## src/rtl/mdio_master_pkg.sv

```systemverilog
`timescale 1ns/1ps
package mdio_master_pkg;

    typedef enum logic [2:0] {
        ST_IDLE,
        ST_PRE,
        ST_HDR,
        ST_TA,
        ST_DATA
    } mdio_state_e;

    typedef enum logic [1:0] {
        OP_ADDR,
        OP_WRITE,
        OP_READ
    } mdio_kind_e;

    localparam logic [1:0] SEL_CFG  = 2'd0;
    localparam logic [1:0] SEL_CTRL = 2'd1;
    localparam logic [1:0] SEL_DATA = 2'd2;
    localparam logic [1:0] SEL_ADDR = 2'd3;

    localparam int BUSY_BIT  = 31;
    localparam int ERR_BIT   = 30;
    localparam int RD_GO_BIT = 15;

    localparam int HDR_W = 14;
    localparam int PAY_W = 16;

    // last bit index of every phase
    localparam logic [4:0] PRE_LAST  = 5'd31;
    localparam logic [4:0] HDR_LAST  = 5'd13;
    localparam logic [4:0] TA_LAST   = 5'd1;
    localparam logic [4:0] DATA_LAST = 5'd15;

    // {start[1:0], opcode[1:0]}
    function automatic logic [3:0] frame_code(input logic c45, input mdio_kind_e k);
        logic [3:0] code;
        if (c45) begin
            unique case (k)
                OP_ADDR:  code = 4'b0000;
                OP_WRITE: code = 4'b0001;
                default:  code = 4'b0011;
            endcase
        end else begin
            code = (k == OP_READ) ? 4'b0110 : 4'b0101;
        end
        return code;
    endfunction

endpackage

```

## src/rtl/mdio_mdc_gen.sv

```systemverilog
`timescale 1ns/1ps
module mdio_mdc_gen #(
    parameter int DIV_W = 8
) (
    input  logic             clk,
    input  logic             rst_n,
    input  logic             run,
    input  logic [DIV_W-1:0] div,
    output logic             mdc,
    output logic             bit_end
);
    localparam int CW = DIV_W + 1;

    logic [CW-1:0] cnt_q;
    logic [CW-1:0] last_cnt;

    assign last_cnt = {div, 1'b0};

    always_ff @(posedge clk or negedge rst_n) begin
        if (!rst_n) begin
            cnt_q <= '0;
        end else if (!run || cnt_q == last_cnt) begin
            cnt_q <= '0;
        end else begin
            cnt_q <= cnt_q + 1'b1;
        end
    end

    assign mdc     = run && (cnt_q <= {1'b0, div});
    assign bit_end = run && (cnt_q == last_cnt);

endmodule

```

## src/rtl/mdio_frame_fsm.sv

```systemverilog
`timescale 1ns/1ps
module mdio_frame_fsm
    import mdio_master_pkg::*;
(
    input  logic             clk,
    input  logic             rst_n,
    input  logic             launch,
    input  mdio_kind_e       kind,
    input  logic             c45,
    input  logic             pre_sup,
    input  logic [4:0]       phy,
    input  logic [4:0]       dev,
    input  logic [PAY_W-1:0] payload,
    input  logic             bit_end,
    input  logic             mdio_i,
    output logic             busy,
    output logic             mdio_o,
    output logic             mdio_oe,
    output logic             rd_done,
    output logic [PAY_W-1:0] rd_val,
    output logic             ta_err
);
    mdio_state_e      state_q, state_d;
    logic [4:0]       bcnt_q;
    logic [HDR_W-1:0] hdr_q;
    logic [PAY_W-1:0] dat_q;
    mdio_kind_e       kind_q;
    logic             is_rd;

    assign is_rd = (kind_q == OP_READ);

    // next state
    always_comb begin
        state_d = state_q;
        unique case (state_q)
            ST_IDLE: if (launch) state_d = pre_sup ? ST_HDR : ST_PRE;
            ST_PRE:  if (bit_end && bcnt_q == PRE_LAST)  state_d = ST_HDR;
            ST_HDR:  if (bit_end && bcnt_q == HDR_LAST)  state_d = ST_TA;
            ST_TA:   if (bit_end && bcnt_q == TA_LAST)   state_d = ST_DATA;
            ST_DATA: if (bit_end && bcnt_q == DATA_LAST) state_d = ST_IDLE;
            default: state_d = ST_IDLE;
        endcase
    end

    // state register and shift registers
    always_ff @(posedge clk or negedge rst_n) begin
        if (!rst_n) begin
            state_q <= ST_IDLE;
            bcnt_q  <= '0;
            hdr_q   <= '0;
            dat_q   <= '0;
            kind_q  <= OP_ADDR;
        end else begin
            state_q <= state_d;
            if (state_q == ST_IDLE && launch) begin
                bcnt_q <= '0;
                hdr_q  <= {frame_code(c45, kind), phy, dev};
                dat_q  <= payload;
                kind_q <= kind;
            end else if (bit_end) begin
                bcnt_q <= (state_d != state_q) ? 5'd0 : bcnt_q + 5'd1;
                if (state_q == ST_HDR) begin
                    hdr_q <= {hdr_q[HDR_W-2:0], 1'b0};
                end
                if (state_q == ST_DATA) begin
                    dat_q <= {dat_q[PAY_W-2:0], is_rd ? mdio_i : 1'b0};
                end
            end
        end
    end

    // line outputs
    always_comb begin
        mdio_oe = 1'b0;
        mdio_o  = 1'b0;
        unique case (state_q)
            ST_IDLE: ;
            ST_PRE: begin
                mdio_oe = 1'b1;
                mdio_o  = 1'b1;
            end
            ST_HDR: begin
                mdio_oe = 1'b1;
                mdio_o  = hdr_q[HDR_W-1];
            end
            ST_TA: if (!is_rd) begin
                mdio_oe = 1'b1;
                mdio_o  = (bcnt_q == 5'd0);
            end
            ST_DATA: if (!is_rd) begin
                mdio_oe = 1'b1;
                mdio_o  = dat_q[PAY_W-1];
            end
            default: ;
        endcase
    end

    assign busy    = (state_q != ST_IDLE);
    assign rd_done = bit_end && is_rd && state_q == ST_DATA && bcnt_q == DATA_LAST;
    assign rd_val  = {dat_q[PAY_W-2:0], mdio_i};
    assign ta_err  = bit_end && is_rd && state_q == ST_TA && bcnt_q == TA_LAST && mdio_i;

endmodule

```

## src/rtl/mdio_regfile.sv

```systemverilog
`timescale 1ns/1ps
module mdio_regfile
    import mdio_master_pkg::*;
#(
    parameter int DIV_W = 8
) (
    input  logic             clk,
    input  logic             rst_n,
    input  logic             reg_we,
    input  logic [1:0]       reg_sel,
    input  logic [31:0]      reg_wdata,
    output logic [31:0]      reg_rdata,
    input  logic             busy,
    input  logic             rd_done,
    input  logic [PAY_W-1:0] rd_val,
    input  logic             ta_err,
    output logic             launch,
    output mdio_kind_e       kind,
    output logic [DIV_W-1:0] div,
    output logic             pre_sup,
    output logic             c45,
    output logic [4:0]       phy,
    output logic [4:0]       dev,
    output logic [PAY_W-1:0] payload
);
    localparam int PRE_BIT = DIV_W;
    localparam int C45_BIT = DIV_W + 1;

    logic [DIV_W-1:0] div_q;
    logic             pre_q, c45_q, err_q;
    logic [4:0]       phy_q, dev_q;
    logic [PAY_W-1:0] data_q, addr_q;
    logic             accept, div_ok, go_addr, go_wr, go_rd;
    logic             unused_wdata_hi;

    assign unused_wdata_hi = ^reg_wdata[31:16];

    assign accept  = reg_we && !busy;
    assign div_ok  = (div_q != '0);
    assign go_addr = accept && div_ok && reg_sel == SEL_ADDR && c45_q;
    assign go_wr   = accept && div_ok && reg_sel == SEL_DATA;
    assign go_rd   = accept && div_ok && reg_sel == SEL_CTRL && reg_wdata[RD_GO_BIT];

    always_ff @(posedge clk or negedge rst_n) begin
        if (!rst_n) begin
            div_q  <= '0;
            pre_q  <= 1'b0;
            c45_q  <= 1'b0;
            err_q  <= 1'b0;
            phy_q  <= '0;
            dev_q  <= '0;
            data_q <= '0;
            addr_q <= '0;
        end else begin
            if (accept) begin
                unique case (reg_sel)
                    SEL_CFG: begin
                        div_q <= reg_wdata[DIV_W-1:0];
                        pre_q <= reg_wdata[PRE_BIT];
                        c45_q <= reg_wdata[C45_BIT];
                    end
                    SEL_CTRL: begin
                        phy_q <= reg_wdata[4:0];
                        dev_q <= reg_wdata[9:5];
                    end
                    SEL_DATA: data_q <= reg_wdata[PAY_W-1:0];
                    default:  addr_q <= reg_wdata[PAY_W-1:0];
                endcase
            end else if (rd_done) begin
                data_q <= rd_val;
            end
            if (go_rd) begin
                err_q <= 1'b0;
            end else if (ta_err) begin
                err_q <= 1'b1;
            end
        end
    end

    always_comb begin
        reg_rdata = '0;
        unique case (reg_sel)
            SEL_CFG: begin
                reg_rdata[DIV_W-1:0] = div_q;
                reg_rdata[PRE_BIT]   = pre_q;
                reg_rdata[C45_BIT]   = c45_q;
                reg_rdata[ERR_BIT]   = err_q;
                reg_rdata[BUSY_BIT]  = busy;
            end
            SEL_CTRL: begin
                reg_rdata[4:0] = phy_q;
                reg_rdata[9:5] = dev_q;
            end
            SEL_DATA: reg_rdata[PAY_W-1:0] = data_q;
            default:  reg_rdata[PAY_W-1:0] = addr_q;
        endcase
    end

    assign launch  = go_addr || go_wr || go_rd;
    assign kind    = (reg_sel == SEL_ADDR) ? OP_ADDR :
                     (reg_sel == SEL_DATA) ? OP_WRITE : OP_READ;
    assign div     = div_q;
    assign pre_sup = pre_q;
    assign c45     = c45_q;
    assign phy     = go_rd ? reg_wdata[4:0] : phy_q;
    assign dev     = go_rd ? reg_wdata[9:5] : dev_q;
    assign payload = reg_wdata[PAY_W-1:0];

endmodule

```

## src/rtl/mdio_master.sv

```systemverilog
`timescale 1ns/1ps
module mdio_master
    import mdio_master_pkg::*;
#(
    parameter int DIV_W = 8
) (
    input  logic        clk,
    input  logic        rst_n,
    input  logic        reg_we,
    input  logic [1:0]  reg_sel,
    input  logic [31:0] reg_wdata,
    output logic [31:0] reg_rdata,
    output logic        mdc,
    output logic        mdio_o,
    output logic        mdio_oe,
    input  logic        mdio_i
);
    logic             busy_w, launch_w, bit_end_w;
    logic             rd_done_w, ta_err_w;
    logic [PAY_W-1:0] rd_val_w, payload_w;
    mdio_kind_e       kind_w;
    logic [DIV_W-1:0] div_w;
    logic             pre_w, c45_w;
    logic [4:0]       phy_w, dev_w;

    mdio_regfile #(.DIV_W(DIV_W)) u_regs (
        .clk       (clk),
        .rst_n     (rst_n),
        .reg_we    (reg_we),
        .reg_sel   (reg_sel),
        .reg_wdata (reg_wdata),
        .reg_rdata (reg_rdata),
        .busy      (busy_w),
        .rd_done   (rd_done_w),
        .rd_val    (rd_val_w),
        .ta_err    (ta_err_w),
        .launch    (launch_w),
        .kind      (kind_w),
        .div       (div_w),
        .pre_sup   (pre_w),
        .c45       (c45_w),
        .phy       (phy_w),
        .dev       (dev_w),
        .payload   (payload_w)
    );

    mdio_mdc_gen #(.DIV_W(DIV_W)) u_mdc (
        .clk     (clk),
        .rst_n   (rst_n),
        .run     (busy_w),
        .div     (div_w),
        .mdc     (mdc),
        .bit_end (bit_end_w)
    );

    mdio_frame_fsm u_fsm (
        .clk     (clk),
        .rst_n   (rst_n),
        .launch  (launch_w),
        .kind    (kind_w),
        .c45     (c45_w),
        .pre_sup (pre_w),
        .phy     (phy_w),
        .dev     (dev_w),
        .payload (payload_w),
        .bit_end (bit_end_w),
        .mdio_i  (mdio_i),
        .busy    (busy_w),
        .mdio_o  (mdio_o),
        .mdio_oe (mdio_oe),
        .rd_done (rd_done_w),
        .rd_val  (rd_val_w),
        .ta_err  (ta_err_w)
    );

endmodule

```

## config.mk

```make
export PLATFORM = sky130hd
export DESIGN_NAME = mdio_master
export DESIGN_NICKNAME = d
export VERILOG_FILES = /design/src/rtl/mdio_master_pkg.sv /design/src/rtl/mdio_mdc_gen.sv /design/src/rtl/mdio_frame_fsm.sv /design/src/rtl/mdio_regfile.sv /design/src/rtl/mdio_master.sv
export SDC_FILE = /design/constraint.sdc
export NUM_CORES = 1
export LEC_CHECK = 0
export ABC_AREA = 1
export BUFFER_PORTS_ARGS = -buffer_cell sky130_fd_sc_hd__clkbuf_2
export CORE_AREA = 2 2 100 102
export CTS_CLUSTER_SIZE = 14
export DETAILED_ROUTE_END_ITERATION = 8
export DIE_AREA = 0 0 102 104
export PLACE_DENSITY = 0.84
export SYNTH_ARGS = -nofsm -noshare
export SYNTH_HDL_FRONTEND = slang
export SYNTH_SLANG_ARGS = --single-unit
export TNS_END_PERCENT = 50
```

## constraint.sdc

```tcl
create_clock -name clk -period 3.1 [get_ports clk]
set_input_delay 0.465 -clock clk [delete_from_list [all_inputs] [get_ports clk]]
set_output_delay 0.465 -clock clk [all_outputs]
set_load 0.005 [all_outputs]
```

# Word level (Yosys, flattened, before mapping)
# Index checks and enable logic that the tools add are counted.
[word_totals]
output_inout_bits = 35
wordCells = 118
register_bits = 102
inputBits = 38
[classes]
n_lt_le_gt_ge = 1
add_sub_neg = 2
n_mux = 38
eq_ne = 17
n_bitwise = 1
n_reduce_logical = 45
[op_table]
columns = ["op", "n"]
rows = [
  ["$mux 16", 6],
  ["$mux 14", 3],
  ["$pmux 10 s3", 1],
  ["$mux 5", 5],
  ["$logic_and 1x1->1", 20],
  ["$mux 3", 5],
  ["$pmux 3 s5", 1],
  ["$pmux 6 s2", 1],
  ["$reduce_and 2->1", 6],
  ["$eq 5x4->1 const B", 2],
  ["$mux 2", 5],
  ["$reduce_bool 2->1", 5],
  ["$add 9x1->9 const B", 1],
  ["$eq 9x9->1", 1],
  ["$le 9x8->1", 1],
  ["$mux 9", 1],
  ["$eq 2x2->1 const B", 4],
  ["$reduce_bool 8->1", 1],
  ["$eq 3x2->1 const B", 2],
  ["$mux 1", 6],
  ["$reduce_or 2->1", 3],
  ["$add 5x1->5 const B", 1],
  ["$eq 5x1->1 const B", 1],
  ["$eq 5x5->1 const B", 1],
  ["17 further kinds", 21],
]

# Depth between registers and ports, before layout
[logic_depth]
word_depth = 14
mapped_depth = 13
mapped_depth_nobuf = 13

# Modules after synthesis
# Synthesis repeated with hierarchy kept, for this count alone.
[hier_totals]
hier_cells = 806
hier_area_um2 = 6227.2
[by_module_without_submodules]
columns = ["module", "cells_per_inst", "seq_area_each_um2", "area_each_um2", "instances"]
rows = [
  ["mdio_regfile", 401, 1326.3, 2989.1, 1],
  ["mdio_frame_fsm", 292, 1001.0, 2461.1, 1],
  ["mdio_mdc_gen", 113, 225.2, 777.0, 1],
]

# Worst setup path after synthesis
# No wires, ideal clock.
[synth_timing]
path_type = "register -> output"
from = "reg u_regs.div_q[2] (netlist: u_regs.div[2])"
to = "out mdc"
slack_ns = 1.220
stages_incl_launch_ff = 12
path_buffers = 0
t_arrival_ns = 1.415
required_ns = 2.635
cell_sequence = "dfrtp_1 > inv_2 > ha_1 > nand2_1 > nor2_1 > a211oi_1 > o21ai_0 > nand2_1 > nand2_1 > a21oi_1 > nor2_1 > nor2_1"
[synth_via]
elab_chain_len = 2
[synth_rtl]
columns = ["element", "line_no", "source"]
rows = [
  ["start, declared", "mdio_regfile.sv:29", "logic [DIV_W-1:0] div_q;"],
  ["start signal, assigned", "mdio_regfile.sv:58", "div_q <= reg_wdata[DIV_W-1:0];"],
  ["$le 9x8->1", "mdio_mdc_gen.sv:29", "assign mdc = run && (cnt_q <= {1'b0, div});"],
  ["$logic_and 1x1->1", "mdio_mdc_gen.sv:29", ""],
  ["end, declared", "mdio_master.sv:13", "output logic mdc,"],
]
# No other way between the ends.

# Worst setup path after layout
[layout_timing]
from = "reg u_regs.div_q[0] (netlist: u_regs.div[0])"
to = "reg u_fsm.dat_q[1]"
[layout_via]
elab_chain_len = 9
elab_cells_between_ends = 16
cone_classes = "eq/ne (1); mux (1); reduce/logical (14)"
[layout_rtl]
columns = ["element", "line_no", "source"]
rows = [
  ["$reduce_bool 8->1", "mdio_regfile.sv:39", "assign div_ok = (div_q != '0);"],
  ["$logic_and 1x1->1", "mdio_regfile.sv:40, mdio_regfile.sv:41, mdio_regfile.sv:42", ""],
  ["$logic_and 1x1->1 (2 in series)", "mdio_regfile.sv:40", "assign go_addr = accept && div_ok && reg_sel == SEL_ADDR && c45_q;"],
  ["$logic_or 1x1->1 (2 in series)", "mdio_regfile.sv:99", "assign launch = go_addr || go_wr || go_rd;"],
  ["$logic_and 1x1->1", "mdio_frame_fsm.sv:55", "if (state_q == ST_IDLE && launch) begin"],
  ["$reduce_bool 2->1 (no source line)", "-", ""],
  ["$reduce_and 2->1 (no source line)", "-", ""],
  ["end signal, assigned", "mdio_frame_fsm.sv:58", "dat_q <= payload;"],
  ["end signal, assigned", "mdio_frame_fsm.sv:66", "dat_q <= {dat_q[PAY_W-2:0], is_rd ? mdio_i : 1'b0};"],
  ["end, declared", "mdio_frame_fsm.sv:26", "logic [PAY_W-1:0] dat_q;"],
]
# Several ways; a longest one is shown, not always the timed one.
# A chain may end at the register's enable or synchronous reset.

==> flow_summary.json <==
{
  "fin_ws_ps": 481,
  "rows": 36,
  "diodes": 0,
  "yosysSeqAreaShare_pct": 45.6,
  "synth_edf_count": 0,
  "r2r_cells": 11,
  "synth_cell_types": 41,
  "maxCapViolations": 0,
  "ios": 73,
  "antenna_found_initial": 0,
  "grt_overflow": 0,
  "drive_above_1_share_pct": 11.5,
  "synthCells": 722,
  "synthTopCellsByArea": "dfrtp_1 (46%), nand2_1 (10%), o21ai_0 (8.5%)",
  "slew_headroom_pct": 51.9,
  "fin_crit_ps": 2620,
  "cts_tree": "done",
  "grt_max_degree": 60,
  "slew_violations": 0,
  "rsz0062_at_grt": "false",
  "dp.cells": 880,
  "gr-usage-all-layers_pct": 28.2,
  "viasPerCell": 5.66,
  "die_x_um": 102,
  "crit_path_start_kind": "flop",
  "reg2reg_to": "u_fsm.dat_q[1]",
  "crit_type": "reg2reg",
  "fmax_mhz": 382,
  "drc_errors": 0,
  "hpwlAfterDp_mm": 10.1,
  "cp.required_ps": 3360,
  "ctsLongestPathBuffers": 2,
  "worst_pin_slew_ps": 720,
  "cts.clk_slew.worst_paths_ps": 100,
  "cts_hold_buf": 0,
  "crit_path_end_kind": "flop",
  "syn_to_final_growth_pct": 7.91,
  "first_pass_iters": 8,
  "wl_per_cell_um": 15.7,
  "ys_ff_latch": 102,
  "post_cts_buffers": 0,
  "async_reset_ff_share_pct": 100,
  "start_util_pct": 58.6,
  "die_area_um2": 10600,
  "die_h_um": 104,
  "cts.sink_count": 102,
  "grt_pass1_wl_mm": 23.5,
  "final_cell_mix": "nand2_1 (153), dfrtp_1 (102), inv_1 (100), o21ai_0 (95), nor2_1 (60)",
  "htreeDepth": 3,
  "status": "complete, no violations",
  "pre_cts_slack_ps": 593,
  "synth_area_per_cell_um2": 7.75,
  "skew_ps": 11.4,
  "fin_hold_ws_ps": 75.4,
  "arrival_ps": 2880,
  "post_cts_resized": 0,
  "n_fill_cell": 853,
  "ir_drop_mv": 0.387,
  "hold_class": "in2async",
  "fin_cells": 896,
  "final_common_cell": "nand2_1",
  "layout.nets": 810,
  "powerDensity_nw_per_um2": 410,
  "drt_wl_total_mm": 14.1,
  "numPortBuffers": 42,
  "synthesis.area_um2": 5600,
  "yosysTopAreaCell": "dfrtp_1",
  "globalplace.congestion": 0.955,
  "ys.flop_type": "dfrtp_1",
  "p_leak_nw": 2.95,
  "cp-startpoint": "u_regs.div[0]",
  "cts_buffers": 9,
  "design_area_um2": 6040,
  "yosys_warnings": 0,
  "setup_violations": 0,
  "fin_crit_sh_pct": 84.5,
  "clock_latency_ps": 380,
  "r2r-start": "u_regs.div[0]",
  "hold_viol_final": 0,
  "detail-route-antenna-nets": 0,
  "vias": 5074,
  "drtIter0Drc": 541,
  "r2r_setup_slack_ps": 480,
  "postPlaceCellArea_um2": 5870,
  "setup_tns_ps": 0,
  "grt_pass1_vias": 4902,
  "critPathCapture": "u_fsm.dat_q[1]",
  "cts-root-buf": "clkbuf_8",
  "yosys.area.top_type_share_pct": 45.6,
  "coreArea_um2": 9550,
  "crit_fanout": 28
}
-- metal layers --
layer	wire length (um)	global-route usage [%]
met3	1100	5.71
met1	5880	38.5
met4	463	11.0
met5	0	0
met2	6660	44.3
-- per-stage QoR --
stage / power [W] / utilization (%)
floorplan: 0.00159 / -
global placement: 0.00170 / 61.4
detailed placement: 0.00171 / 61.4
CTS: 0.00248 / 63.2
global route: 0.00259 / 63.2
finish: 0.00248 / 63.2
-- flip-flops by register name, indices dropped and copies added (netlist names) --
signal / count
u_regs.addr_q: 16
u_mdc.cnt_q: 9
u_regs.dev_q: 5
u_regs.c45: 1
u_fsm.dat_q: 16
u_regs.phy_q: 5
u_regs.pre_sup: 1
u_fsm.kind_q: 2
u_fsm.hdr_q: 14
u_regs.div: 8
u_regs.data_q: 16
u_fsm.state_q: 3
u_fsm.bcnt_q: 5
u_regs.err_q: 1
-- synth_stat cells (4+ instances only) --
cell type / instances
nand2_1: 153
o22ai_1: 27
nand3_1: 20
nor3_1: 5
buf_2: 5
nor2_1: 60
ha_1: 14
dfrtp_1: 102
clkbuf_1: 15
nor3b_1: 4
inv_2: 4
inv_1: 100
o21ai_0: 95
buf_4: 17
nand4_1: 8
o21ai_1: 33
a21oi_1: 20
buf_6: 4
-- cell families after synthesis --
family	share of synthesized area, %
AO/OA/AOI/OAI	18.0
multiplexers	0.402
XOR/XNOR	0.939
flip-flops	45.6
adder cells (fa/ha/maj)	3.13
other	0.0670
AND/OR/NAND/NOR	20.2
buffers and inverters	11.6
-- area by class of cell --
cell class                      instances  area, um2  area share, %
Clock buffer                           10        128           2.11
Clock inverter                          6       46.3          0.767
Inverter                              105        394           6.53
Multi-Input combinational cell        487       2440           40.5
Sequential cell                       102       2550           42.3
Tap cell                              133        166           2.76
Timing Repair Buffer                   53        308           5.10
-- power by group --
group / switching, W / internal (W)
logic: 0.000183 / 0.0000926
registers: 0.0000307 / 0.00138
clock network: 0.000487 / 0.000300
-- critical path: stages (launching register included) --
cell,delay (ps)
dfrtp_1,460
inv_1,140
nand4_1,100
nor2_1,400
nor2_1,110
nand2_2,150
nand2_4,120
inv_2,310
buf_4,360
o21ai_0,140
o21ai_1,110
o21ai_0,100
-- worst min path at each step --
stage              startpoint         endpoint  depth (start not counted)
3_3_place_gp   u_mdc.cnt_q[0]   u_mdc.cnt_q[0]                          1
5_1_grt                 rst_n   u_mdc.cnt_q[2]                          1
2_1_floorplan           rst_n  u_fsm.bcnt_q[0]                          0
4_1_cts                 rst_n   u_mdc.cnt_q[2]                          1
3_5_place_dp   u_mdc.cnt_q[0]   u_mdc.cnt_q[0]                          1
6_report                rst_n    u_regs.div[0]                          1
Note: power is estimated with default switching activity, not from simulation.
